$ cat config.mk
export PLATFORM = sky130hd
export DESIGN_NAME = smbus_blk_slave
export DESIGN_NICKNAME = d
export VERILOG_FILES = /design/src/rtl/smbus_blk_pkg.sv /design/src/rtl/smbus_bus_cond.sv /design/src/rtl/smbus_reg_bank.sv /design/src/rtl/smbus_blk_slave.sv
export SDC_FILE = /design/constraint.sdc
export NUM_CORES = 1
export LEC_CHECK = 0
export BUFFER_PORTS_ARGS = -buffer_cell sky130_fd_sc_hd__buf_2
export CAP_MARGIN = 20
export CELL_PAD_IN_SITES_DETAIL_PLACEMENT = 1
export CELL_PAD_IN_SITES_GLOBAL_PLACEMENT = 2
export CORE_UTILIZATION = 40
export CTS_BUF_LIST = sky130_fd_sc_hd__clkbuf_4 sky130_fd_sc_hd__clkbuf_8 sky130_fd_sc_hd__clkbuf_16
export DETAILED_ROUTE_END_ITERATION = 10
export GPL_TIMING_DRIVEN = 1
export HOLD_SLACK_MARGIN = 0.05
export PLACE_DENSITY = 0.92
export SYNTH_ARGS = -nofsm -noshare
export SYNTH_HDL_FRONTEND = slang
export SYNTH_SLANG_ARGS = --single-unit
$ cat constraint.sdc
create_clock -name clk -period 6 [get_ports clk]
set_clock_uncertainty 0.05 [all_clocks]
set_input_delay 0.3 -clock clk [delete_from_list [all_inputs] [get_ports clk]]
set_output_delay 0.3 -clock clk [all_outputs]
set_load 0.005 [all_outputs]
$ cat src/rtl/smbus_blk_pkg.sv
package smbus_blk_pkg;

    typedef enum logic [2:0] {
        S_IDLE,
        S_RX,
        S_ACK_SETUP,
        S_ACK_HOLD,
        S_TX,
        S_TX_ACK,
        S_TX_WAIT,
        S_IGNORE
    } bus_st_e;

    typedef enum logic [2:0] {
        P_ADDR,
        P_IDX,
        P_CNT,
        P_DATA,
        P_TXSTART
    } byte_ph_e;

    typedef struct packed {
        logic scl;
        logic sda;
    } line_t;

endpackage

$ cat src/rtl/smbus_bus_cond.sv
module smbus_bus_cond
    import smbus_blk_pkg::*;
(
    input  logic clk,
    input  logic rst_n,
    input  logic scl_i,
    input  logic sda_i,
    output logic scl_rise_o,
    output logic scl_fall_o,
    output logic start_o,
    output logic stop_o
);
    line_t line_d, line_q;

    always_comb begin
        line_d.scl = scl_i;
        line_d.sda = sda_i;
        scl_rise_o = !line_q.scl && scl_i;
        scl_fall_o = line_q.scl && !scl_i;
        start_o    = line_q.scl && scl_i && line_q.sda && !sda_i;
        stop_o     = line_q.scl && scl_i && !line_q.sda && sda_i;
    end

    always_ff @(posedge clk or negedge rst_n) begin
        if (!rst_n) line_q <= '{scl: 1'b1, sda: 1'b1};
        else        line_q <= line_d;
    end
endmodule

$ cat src/rtl/smbus_reg_bank.sv
module smbus_reg_bank #(
    parameter int              REG_COUNT = 16,
    parameter int              IDX_W     = 4,
    parameter int              CNT_IDX   = 8,
    parameter logic [7:0]      CNT_RST   = 8'h02,
    parameter logic [REG_COUNT-1:0] RO_MASK = 16'hC000
) (
    input  logic                   clk,
    input  logic                   rst_n,
    input  logic                   wr_en,
    input  logic [IDX_W-1:0]       wr_idx,
    input  logic [7:0]             wr_data,
    input  logic [IDX_W-1:0]       rd_idx,
    output logic [7:0]             rd_data,
    output logic [REG_COUNT*8-1:0] regs_o
);
    for (genvar i = 0; i < REG_COUNT; i++) begin : g_reg
        if (RO_MASK[i]) begin : g_ro
            assign regs_o[i*8 +: 8] = 8'hA0 | 8'(i);
        end else begin : g_rw
            localparam logic [7:0] RST_V = (i == CNT_IDX) ? CNT_RST : 8'h00;
            logic [7:0] r_d, r_q;

            always_comb begin
                r_d = r_q;
                if (wr_en && wr_idx == IDX_W'(i)) r_d = wr_data;
            end

            always_ff @(posedge clk or negedge rst_n) begin
                if (!rst_n) r_q <= RST_V;
                else        r_q <= r_d;
            end

            assign regs_o[i*8 +: 8] = r_q;


            wr_land_chk: assert property (@(posedge clk) disable iff (!rst_n)
                wr_en && wr_idx == IDX_W'(i) |=> r_q == $past(wr_data));
        end
    end

    assign rd_data = regs_o[rd_idx*8 +: 8];
endmodule

$ cat src/rtl/smbus_blk_slave.sv
module smbus_blk_slave
    import smbus_blk_pkg::*;
#(
    parameter int                   REG_COUNT = 16,
    parameter int                   STRAP_W   = 2,
    parameter logic [6:0]           BASE_ADDR = 7'h6A,
    parameter int                   CNT_IDX   = 8,
    parameter logic [7:0]           CNT_RST   = 8'h02,
    parameter logic [REG_COUNT-1:0] RO_MASK   = 16'hC000
) (
    input  logic                   clk,
    input  logic                   rst_n,
    input  logic                   scl_i,
    input  logic                   sda_i,
    input  logic [STRAP_W-1:0]     strap_i,
    output logic                   sda_oe_o,
    output logic [REG_COUNT*8-1:0] regs_o
);
    localparam int IDX_W = $clog2(REG_COUNT);
    localparam logic [IDX_W-1:0] IDX_ONE = 1;

    typedef struct packed {
        bus_st_e          st;
        byte_ph_e         ph;
        logic [2:0]       bitc;
        logic [7:0]       sh;
        logic             oe;
        logic             ack;
        logic [IDX_W-1:0] idx;
        logic [IDX_W-1:0] base;
        logic [7:0]       remain;
    } slv_t;

    slv_t s_d, s_q;

    logic scl_rise, scl_fall, start_det, stop_det;
    logic wr_en;
    logic [7:0] rd_data, cnt_val, byte_in;
    logic [6:0] my_addr;

    smbus_bus_cond u_cond (
        .clk       (clk),
        .rst_n     (rst_n),
        .scl_i     (scl_i),
        .sda_i     (sda_i),
        .scl_rise_o(scl_rise),
        .scl_fall_o(scl_fall),
        .start_o   (start_det),
        .stop_o    (stop_det)
    );

    smbus_reg_bank #(
        .REG_COUNT(REG_COUNT),
        .IDX_W    (IDX_W),
        .CNT_IDX  (CNT_IDX),
        .CNT_RST  (CNT_RST),
        .RO_MASK  (RO_MASK)
    ) u_bank (
        .clk    (clk),
        .rst_n  (rst_n),
        .wr_en  (wr_en),
        .wr_idx (s_q.idx),
        .wr_data(byte_in),
        .rd_idx (s_q.idx),
        .rd_data(rd_data),
        .regs_o (regs_o)
    );

    assign my_addr = {BASE_ADDR[6:STRAP_W], strap_i};
    assign cnt_val = regs_o[CNT_IDX*8 +: 8];
    assign byte_in = {s_q.sh[6:0], sda_i};

    always_comb begin
        s_d   = s_q;
        wr_en = 1'b0;
        if (start_det) begin
            s_d.st   = S_RX;
            s_d.ph   = P_ADDR;
            s_d.bitc = 3'd0;
            s_d.oe   = 1'b0;
        end else if (stop_det) begin
            s_d.st = S_IDLE;
            s_d.oe = 1'b0;
        end else begin
            unique case (s_q.st)
                S_RX: if (scl_rise) begin
                    s_d.sh   = byte_in;
                    s_d.bitc = s_q.bitc + 3'd1;
                    if (s_q.bitc == 3'd7) begin
                        s_d.st   = S_ACK_SETUP;
                        s_d.ack  = 1'b1;
                        s_d.bitc = 3'd0;
                        unique case (s_q.ph)
                            P_ADDR: begin
                                if (byte_in[7:1] != my_addr) s_d.st = S_IGNORE;
                                else if (byte_in[0])         s_d.ph = P_TXSTART;
                                else                         s_d.ph = P_IDX;
                            end
                            P_IDX: begin
                                s_d.idx  = byte_in[IDX_W-1:0];
                                s_d.base = byte_in[IDX_W-1:0];
                                s_d.ph   = P_CNT;
                            end
                            P_CNT: begin
                                s_d.remain = byte_in;
                                s_d.ph     = P_DATA;
                            end
                            P_DATA: begin
                                if (s_q.remain != 8'd0) begin
                                    wr_en      = 1'b1;
                                    s_d.idx    = s_q.idx + IDX_ONE;
                                    s_d.remain = s_q.remain - 8'd1;
                                end else begin
                                    s_d.ack = 1'b0;
                                end
                            end
                            default: ;
                        endcase
                    end
                end
                S_ACK_SETUP: if (scl_fall) begin
                    s_d.oe = s_q.ack;
                    s_d.st = S_ACK_HOLD;
                end
                S_ACK_HOLD: if (scl_fall) begin
                    s_d.bitc = 3'd0;
                    if (!s_q.ack) begin
                        s_d.oe = 1'b0;
                        s_d.st = S_IGNORE;
                    end else if (s_q.ph == P_TXSTART) begin
                        s_d.sh  = cnt_val;
                        s_d.oe  = ~cnt_val[7];
                        s_d.idx = s_q.base;
                        s_d.st  = S_TX;
                    end else begin
                        s_d.oe = 1'b0;
                        s_d.st = S_RX;
                    end
                end
                S_TX: if (scl_fall) begin
                    if (s_q.bitc == 3'd7) begin
                        s_d.oe = 1'b0;
                        s_d.st = S_TX_ACK;
                    end else begin
                        s_d.bitc = s_q.bitc + 3'd1;
                        s_d.sh   = {s_q.sh[6:0], 1'b0};
                        s_d.oe   = ~s_q.sh[6];
                    end
                end
                S_TX_ACK: if (scl_rise) begin
                    if (!sda_i) begin
                        s_d.sh  = rd_data;
                        s_d.idx = s_q.idx + IDX_ONE;
                        s_d.st  = S_TX_WAIT;
                    end else begin
                        s_d.st = S_IGNORE;
                    end
                end
                S_TX_WAIT: if (scl_fall) begin
                    s_d.oe   = ~s_q.sh[7];
                    s_d.bitc = 3'd0;
                    s_d.st   = S_TX;
                end
                default: ;
            endcase
        end
    end

    always_ff @(posedge clk or negedge rst_n) begin
        if (!rst_n) begin
            s_q <= '{st: S_IDLE, ph: P_ADDR, bitc: 3'd0, sh: 8'd0, oe: 1'b0,
                     ack: 1'b0, idx: '0, base: '0, remain: 8'd0};
        end else begin
            s_q <= s_d;
        end
    end

    assign sda_oe_o = s_q.oe;


    sda_edge_chk: assert property (@(posedge clk) disable iff (!rst_n)
        (sda_oe_o != $past(sda_oe_o)) |-> !scl_i);


    stop_release_chk: assert property (@(posedge clk) disable iff (!rst_n)
        stop_det |=> !sda_oe_o);


    start_release_chk: assert property (@(posedge clk) disable iff (!rst_n)
        start_det |=> !sda_oe_o);


    remain_dec_chk: assert property (@(posedge clk) disable iff (!rst_n)
        wr_en |=> s_q.remain == $past(s_q.remain) - 8'd1);


    ignore_quiet_chk: assert property (@(posedge clk) disable iff (!rst_n)
        (s_q.st == S_IGNORE) && !start_det |=> !sda_oe_o);
endmodule

# --- After elaboration in Yosys (flattened, before gate mapping) ---
# Cells that the tools add are included.
totals:
  ff_bits: 149
classes:
  n_addsub: 3
  n_eq_ne: 52
  n_shift: 1
  muxes: 60
  n_bitwise: 5
  reduce_logical: 47
ops:
  columns: ["op", "n"]
  rows:
  - ["indexed part select 128 x 8 -> 8 bit", 1]
  - ["two-way mux 3 bit", 15]
  - ["two-way mux 8 bit", 5]
  - ["two-way mux 16 bit", 2]
  - ["inequality test 4 bit, second input constant", 8]
  - ["one-hot mux 8 bit (4 select lines)", 1]
  - ["two-way mux 4 bit", 7]
  - ["equality test 4 bit, second input constant", 6]
  - ["two-way mux 12 bit", 2]
  - ["inequality test 2 bit, second input constant", 11]
  - ["logical AND 1 bit", 21]
  - ["inequality test 3 bit, second input constant", 7]
  - ["two-way mux 9 bit", 2]
  - ["one-hot mux 3 bit (6 select lines)", 1]
  - ["two-way mux 17 bit", 1]
  - ["equality test 4 x 3 -> 1 bit, second input constant", 4]
  - ["two-way mux 1 bit", 16]
  - ["one-hot mux 8 bit (2 select lines)", 1]
  - ["nonzero test 8 bit", 2]
  - ["equality test 3 bit, second input constant", 5]
  - ["two-way mux 14 bit", 1]
  - ["AND reduction 7 bit", 2]
  - ["equality test 3 x 2 -> 1 bit, second input constant", 4]
  - ["one-hot mux 3 bit (4 select lines)", 1]
  - ["27 further kinds", 42]

# --- Logic depth before layout (Yosys ltp) ---
logic_depth:
  depth_word: 9
  ltp_mapped: 9

# --- By module ---
# Synthesis repeated with hierarchy kept, for this count alone.
hier_totals:
  cells_unflattened: 647
  hier_area_um2: 7993.9
by_module_without_submodules:
  columns: ["module", "instances", "cells_each", "area_per_inst_um2"]
  rows:
  - ["smbus_reg_bank", 1, 360, 5449.0]
  - ["smbus_blk_slave", 1, 281, 2457.4]
  - ["smbus_bus_cond", 1, 6, 87.6]

# --- Worst setup path after synthesis ---
# OpenSTA, ideal clock, no wires.
synth_timing:
  path_kind: "register -> register"
  start: "register s_q[12] (netlist name)"
  end: "register u_bank.g_reg[0].g_rw.r_q[0]"
  arrival_time_ns: 2.183
  setup_slack_ns: 3.642
  path_stages_with_launch: 10
  synth_period_minus_slack_ns: 2.358
  cell_sequence: "dfrtp_1 buf_2 buf_2 buf_2 inv_1 ha_1 and2_0 buf_2 nand2_2 mux2_2"
synth_between:
  elab_chain_len: 2
synth_rtl:
  columns: ["item", "line", "text"]
  rows:
  - ["from (decl)", "smbus_blk_slave.sv:34", "slv_t s_d, s_q;"]
  - ["from (signal assigned)", "smbus_blk_slave.sv:171", "s_q <= '{st: S_IDLE, ph: P_ADDR, bitc: 3'd0, sh: 8'd0, oe: 1'b0,"]
  - ["zero test 4 bit", "smbus_reg_bank.sv:26", "if (wr_en && wr_idx == IDX_W'(i)) r_d = wr_data;"]
  - ["logical AND 1 bit", "smbus_reg_bank.sv:26", null]
  - ["to (signal assigned)", "smbus_reg_bank.sv:31", "else r_q <= r_d;"]
  - ["to (decl)", "smbus_reg_bank.sv:22", "logic [7:0] r_d, r_q;"]
# Every way passes these cells.
# A chain may end at the register's enable or synchronous reset.

# --- Worst setup path after layout ---
layout_timing:
  start: "register s_q[31] (netlist name)"
  end: "register u_bank.g_reg[4].g_rw.r_q[1]"
layout_between:
  elab_chain_len: 8
layout_rtl:
  columns: ["item", "line", "text"]
  rows:
  - ["equality test 3 x 2 -> 1 bit", "smbus_blk_slave.sv:93", "unique case (s_q.ph)"]
  - ["two-way mux 1 bit", "smbus_blk_slave.sv:93", null]
  - ["two-way mux 1 bit", "smbus_blk_slave.sv:89", "if (s_q.bitc == 3'd7) begin"]
  - ["two-way mux 1 bit", "smbus_blk_slave.sv:86", "S_RX: if (scl_rise) begin"]
  - ["two-way mux 1 bit", "smbus_blk_slave.sv:85", "unique case (s_q.st)"]
  - ["two-way mux 1 bit", "smbus_blk_slave.sv:81", "end else if (stop_det) begin"]
  - ["two-way mux 1 bit", "smbus_blk_slave.sv:76", "if (start_det) begin"]
  - ["logical AND 1 bit", "smbus_reg_bank.sv:26", null]
  - ["to (signal assigned)", "smbus_reg_bank.sv:31", null]
  - ["to (decl)", "smbus_reg_bank.sv:22", null]
# Every way passes these cells.

==> summary.md <==
| Metric | Value |
|---|---|
| Status | `completed` |
| CTS H-Tree Depth | `4` |
| TritonCTS clock tree | `done` |
| CP Data Arrival Time | `3.38 ns` |
| Place WS | `2.937 ns` |
| Top delay family on crit path | `simple AND/OR/NAND/NOR gates` |
| Root buffer cell | `clkbuf_16` |
| Post-CTS Setup Bufs | `0` |
| Worst slew pin tran | `0.9336 ns` |
| Clk slew on worst S/H paths | `0.06 ns` |
| Post-CTS sizing | `0` |
| DR pass1 iterations | `5` |
| Synth top area cells | `dfrtp_1 (48%), mux2_2 (18%), mux4_2 (7.0%)` |
| Core box area | `18770 um2` |
| Critical-path cell list | `and2b_1, nand2_1, a311oi_4, and2_0, nand2_2, mux2_2` |
| Post-synthesis sequential area ratio | `0.4860` |
| Count leader, synth | `dfrtp_1` |
| Final ANT Viol Nets | `0` |
| Setup violations, final | `0` |
| Yosys warning count | `0` |
| Synth cell count leaders | `dfrtp_1 (146), mux2_2 (120), o21ai_0 (41), nor2_1 (35), clkbuf_1 (34)` |
| Design Power | `3.137 mW` |
| WP data required | `6.27 ns` |
| PD cells | `346.3 nW/um2` |
| Via count of the routed design | `5957` |
| Later-pin clock latency in the skew report | `0.44 ns` |
| Max transition margin | `0.3776` |
| Crit path time final | `3.113 ns` |
| Die ar. | `19760 um2` |
| Wl on met1 | `10250 um` |
| Antenna Cells | `0` |
| Worst Path Buf+Inv | `0` |
| DRC | `0` |
| Total Routing Usage GR | `0.2671` |
| RSZ-0062 raised after global routing | `no` |
| GP Congestion | `0.8186` |
| Max-cap viol count | `0` |
| Synthesized area | `7680 um2` |
| Peak VDD IR | `0.2310 mV` |
| Worst setup EP type | `register` |
| Highest metal used | `met4` |
| Die width | `140.6 um` |
| First-pass GRT wire length | `39630 um` |
| TritonCTS Buffers | `17` |
| Number of global-route vias before repair | `6616` |
| Layout net count | `754` |
| Post-synth EDFFs | `0` |
| Hold Vio Cnt, Final | `0` |
| Initial antenna violation count | `0` |
| Cells after Synth | `642` |
| Pleak | `4.528 nW` |
| WL met2 | `12690 um` |
| P&R area growth vs syn | `17.95%` |
| WHS | `0.1724 ns` |
| Initial Utilization | `0.4092` |
| Area leader, netlist | `dfrtp_1` |
| Max Slew Vio Count | `0` |
| Final TNS setup | `0 ns` |
| Top cell type's share of synthesized area | `0.4757` |
| Logic depth of the worst path, buffers included | `6` |
| Synth Flop Type | `dfrtp_1` |
| Startpoint Class | `register` |
| Worst hold-check path type | `input port to register` |
| Vias/cell | `6.042` |
| Avg WL per Cell | `25.44 um` |
| Clock Sinks | `149` |
| Max Clk Rate | `321.2 MHz` |
| Die span in y | `140.6 um` |
| Layout cells sized above 1 | `0.4215` |
| Met3 WL | `1173 um` |
| Post-synth ARST share | `1.000` |
| Final wirelength | `25080 um` |
| Layout filler cell count | `1977` |
| Slowest cell on crit path | `a311oi_4` |
| Post-DP HPWL | `16230 um` |
| Top Ports | `135` |
| CP Max Fanout | `19` |
| Crit Path Category | `register to register` |
| Post-Syn Area per Cell | `11.96 um2` |
| Clock buffer depth | `2` |
| Hold path cells | `1` |
| Rows | `50` |
| Overflow after GRT | `0` |
| Largest net degree at the start of global routing | `83` |
| Reg2Reg Depth | `6` |
| Post-synthesis register bit count | `149` |
| First DRT Iteration DRCs | `409` |
| Min setup slack post-route | `2.887 ns` |
| Period utilisation layout | `0.5188` |
| IO Port Bufs | `118` |
| Synth unique cells | `62` |
| Slowest stage delay, CP | `0.65 ns` |
[kinds of logic after synthesis]
logic type      synth area share
mux                       0.2595
compound gates           0.09678
simple gates             0.09238
xor+xnor                0.005702
other cells            0.0009779
buf+inv                  0.04562
fa+ha+maj                0.01303
flops                     0.4860
[path summary, 6_finish.rpt]
path                                          start                                 endpoint  slack [ns]
worst min register to register  s_q[26]$_DFFE_PN0P_                      s_q[26]$_DFFE_PN0P_        0.44
worst max-delay path            s_q[31]$_DFFE_PN0P_  u_bank.g_reg[4].g_rw.r_q[1]$_DFFE_PN0P_        2.89
max in group asynchronous                     rst_n                      s_q[12]$_DFFE_PN0P_        3.99
worst max register to register  s_q[31]$_DFFE_PN0P_  u_bank.g_reg[4].g_rw.r_q[1]$_DFFE_PN0P_        2.89
min in group asynchronous                     rst_n                      s_q[27]$_DFFE_PN0P_        0.48
worst min-delay path                          sda_i               u_cond.line_q[0]$_DFF_PN1_        0.17
[final cells by class]
cell class                 instances  area, um2  share of cell area
clock buffer                      21      474.2             0.05235
clock inverter                    10      193.9             0.02141
inverter                          14      52.55            0.005801
multi-input combinational        432       3650              0.4029
sequential                       149       3734              0.4122
tap                              234      292.8             0.03232
timing repair buffer             126      661.9             0.07307
[per-layer routing]
metal / up-vias / global-route usage
met5: - / 0
met4: 0 / 0.1276
met3: 64 / 0.06291
li1: 2520 / -
met2: 229 / 0.4529
met1: 3144 / 0.3213
[repair_timing]
action | in CTS | in global routing
hold buffers | 2 | 0
endpoints found under the setup margin | 0 | 0
hold endpoints to repair | 80 | 0
[cell usage in the layout (no fill, tap or decap), drive strengths merged, types with 4 or more instances in the layout]
cell | Yosys | routed
a22oi | 9 | 9
nand2b | 7 | 7
xnor2 | 4 | 4
nor3 | 9 | 9
conb | 2 | 16
a211oi | 5 | 5
ha | 8 | 8
bufinv | 0 | 5
inv | 14 | 16
a31oi | 5 | 5
mux2 | 121 | 121
nand2 | 34 | 34
o22ai | 5 | 5
a21oi | 21 | 21
nor2b | 8 | 8
buf | 27 | 124
nand3 | 18 | 18
dfrtp | 146 | 146
nor2 | 35 | 35
mux4 | 24 | 24
clkbuf | 34 | 21
mux2i | 9 | 9
o21ai | 41 | 41
o211ai | 4 | 4
[stage by stage]
stage	std cells	instance area (um2)	util
finish	986	9059	0.4827
global route	986	9059	0.4827
CTS	986	9059	0.4827
detailed placement	953	8371	0.4460
global placement	953	8371	0.4460
floorplan	656	7732	-
[power breakdown]
group / switching, mW / internal, mW
Combinational: 0.421 / 0.240
Clock: 0.446 / 0.779
Sequential: 0.186 / 1.06
Total: 1.05 / 2.08
[state kept, by name (all words and copies together), names as in the netlist]
signal / flops
byte_in: 7
s_q: 27
u_bank.g.g_rw.r_q: 112
u_cond.line_q: 2
sda_oe_o: 1
No activity file was read; power rests on OpenSTA's default activity.
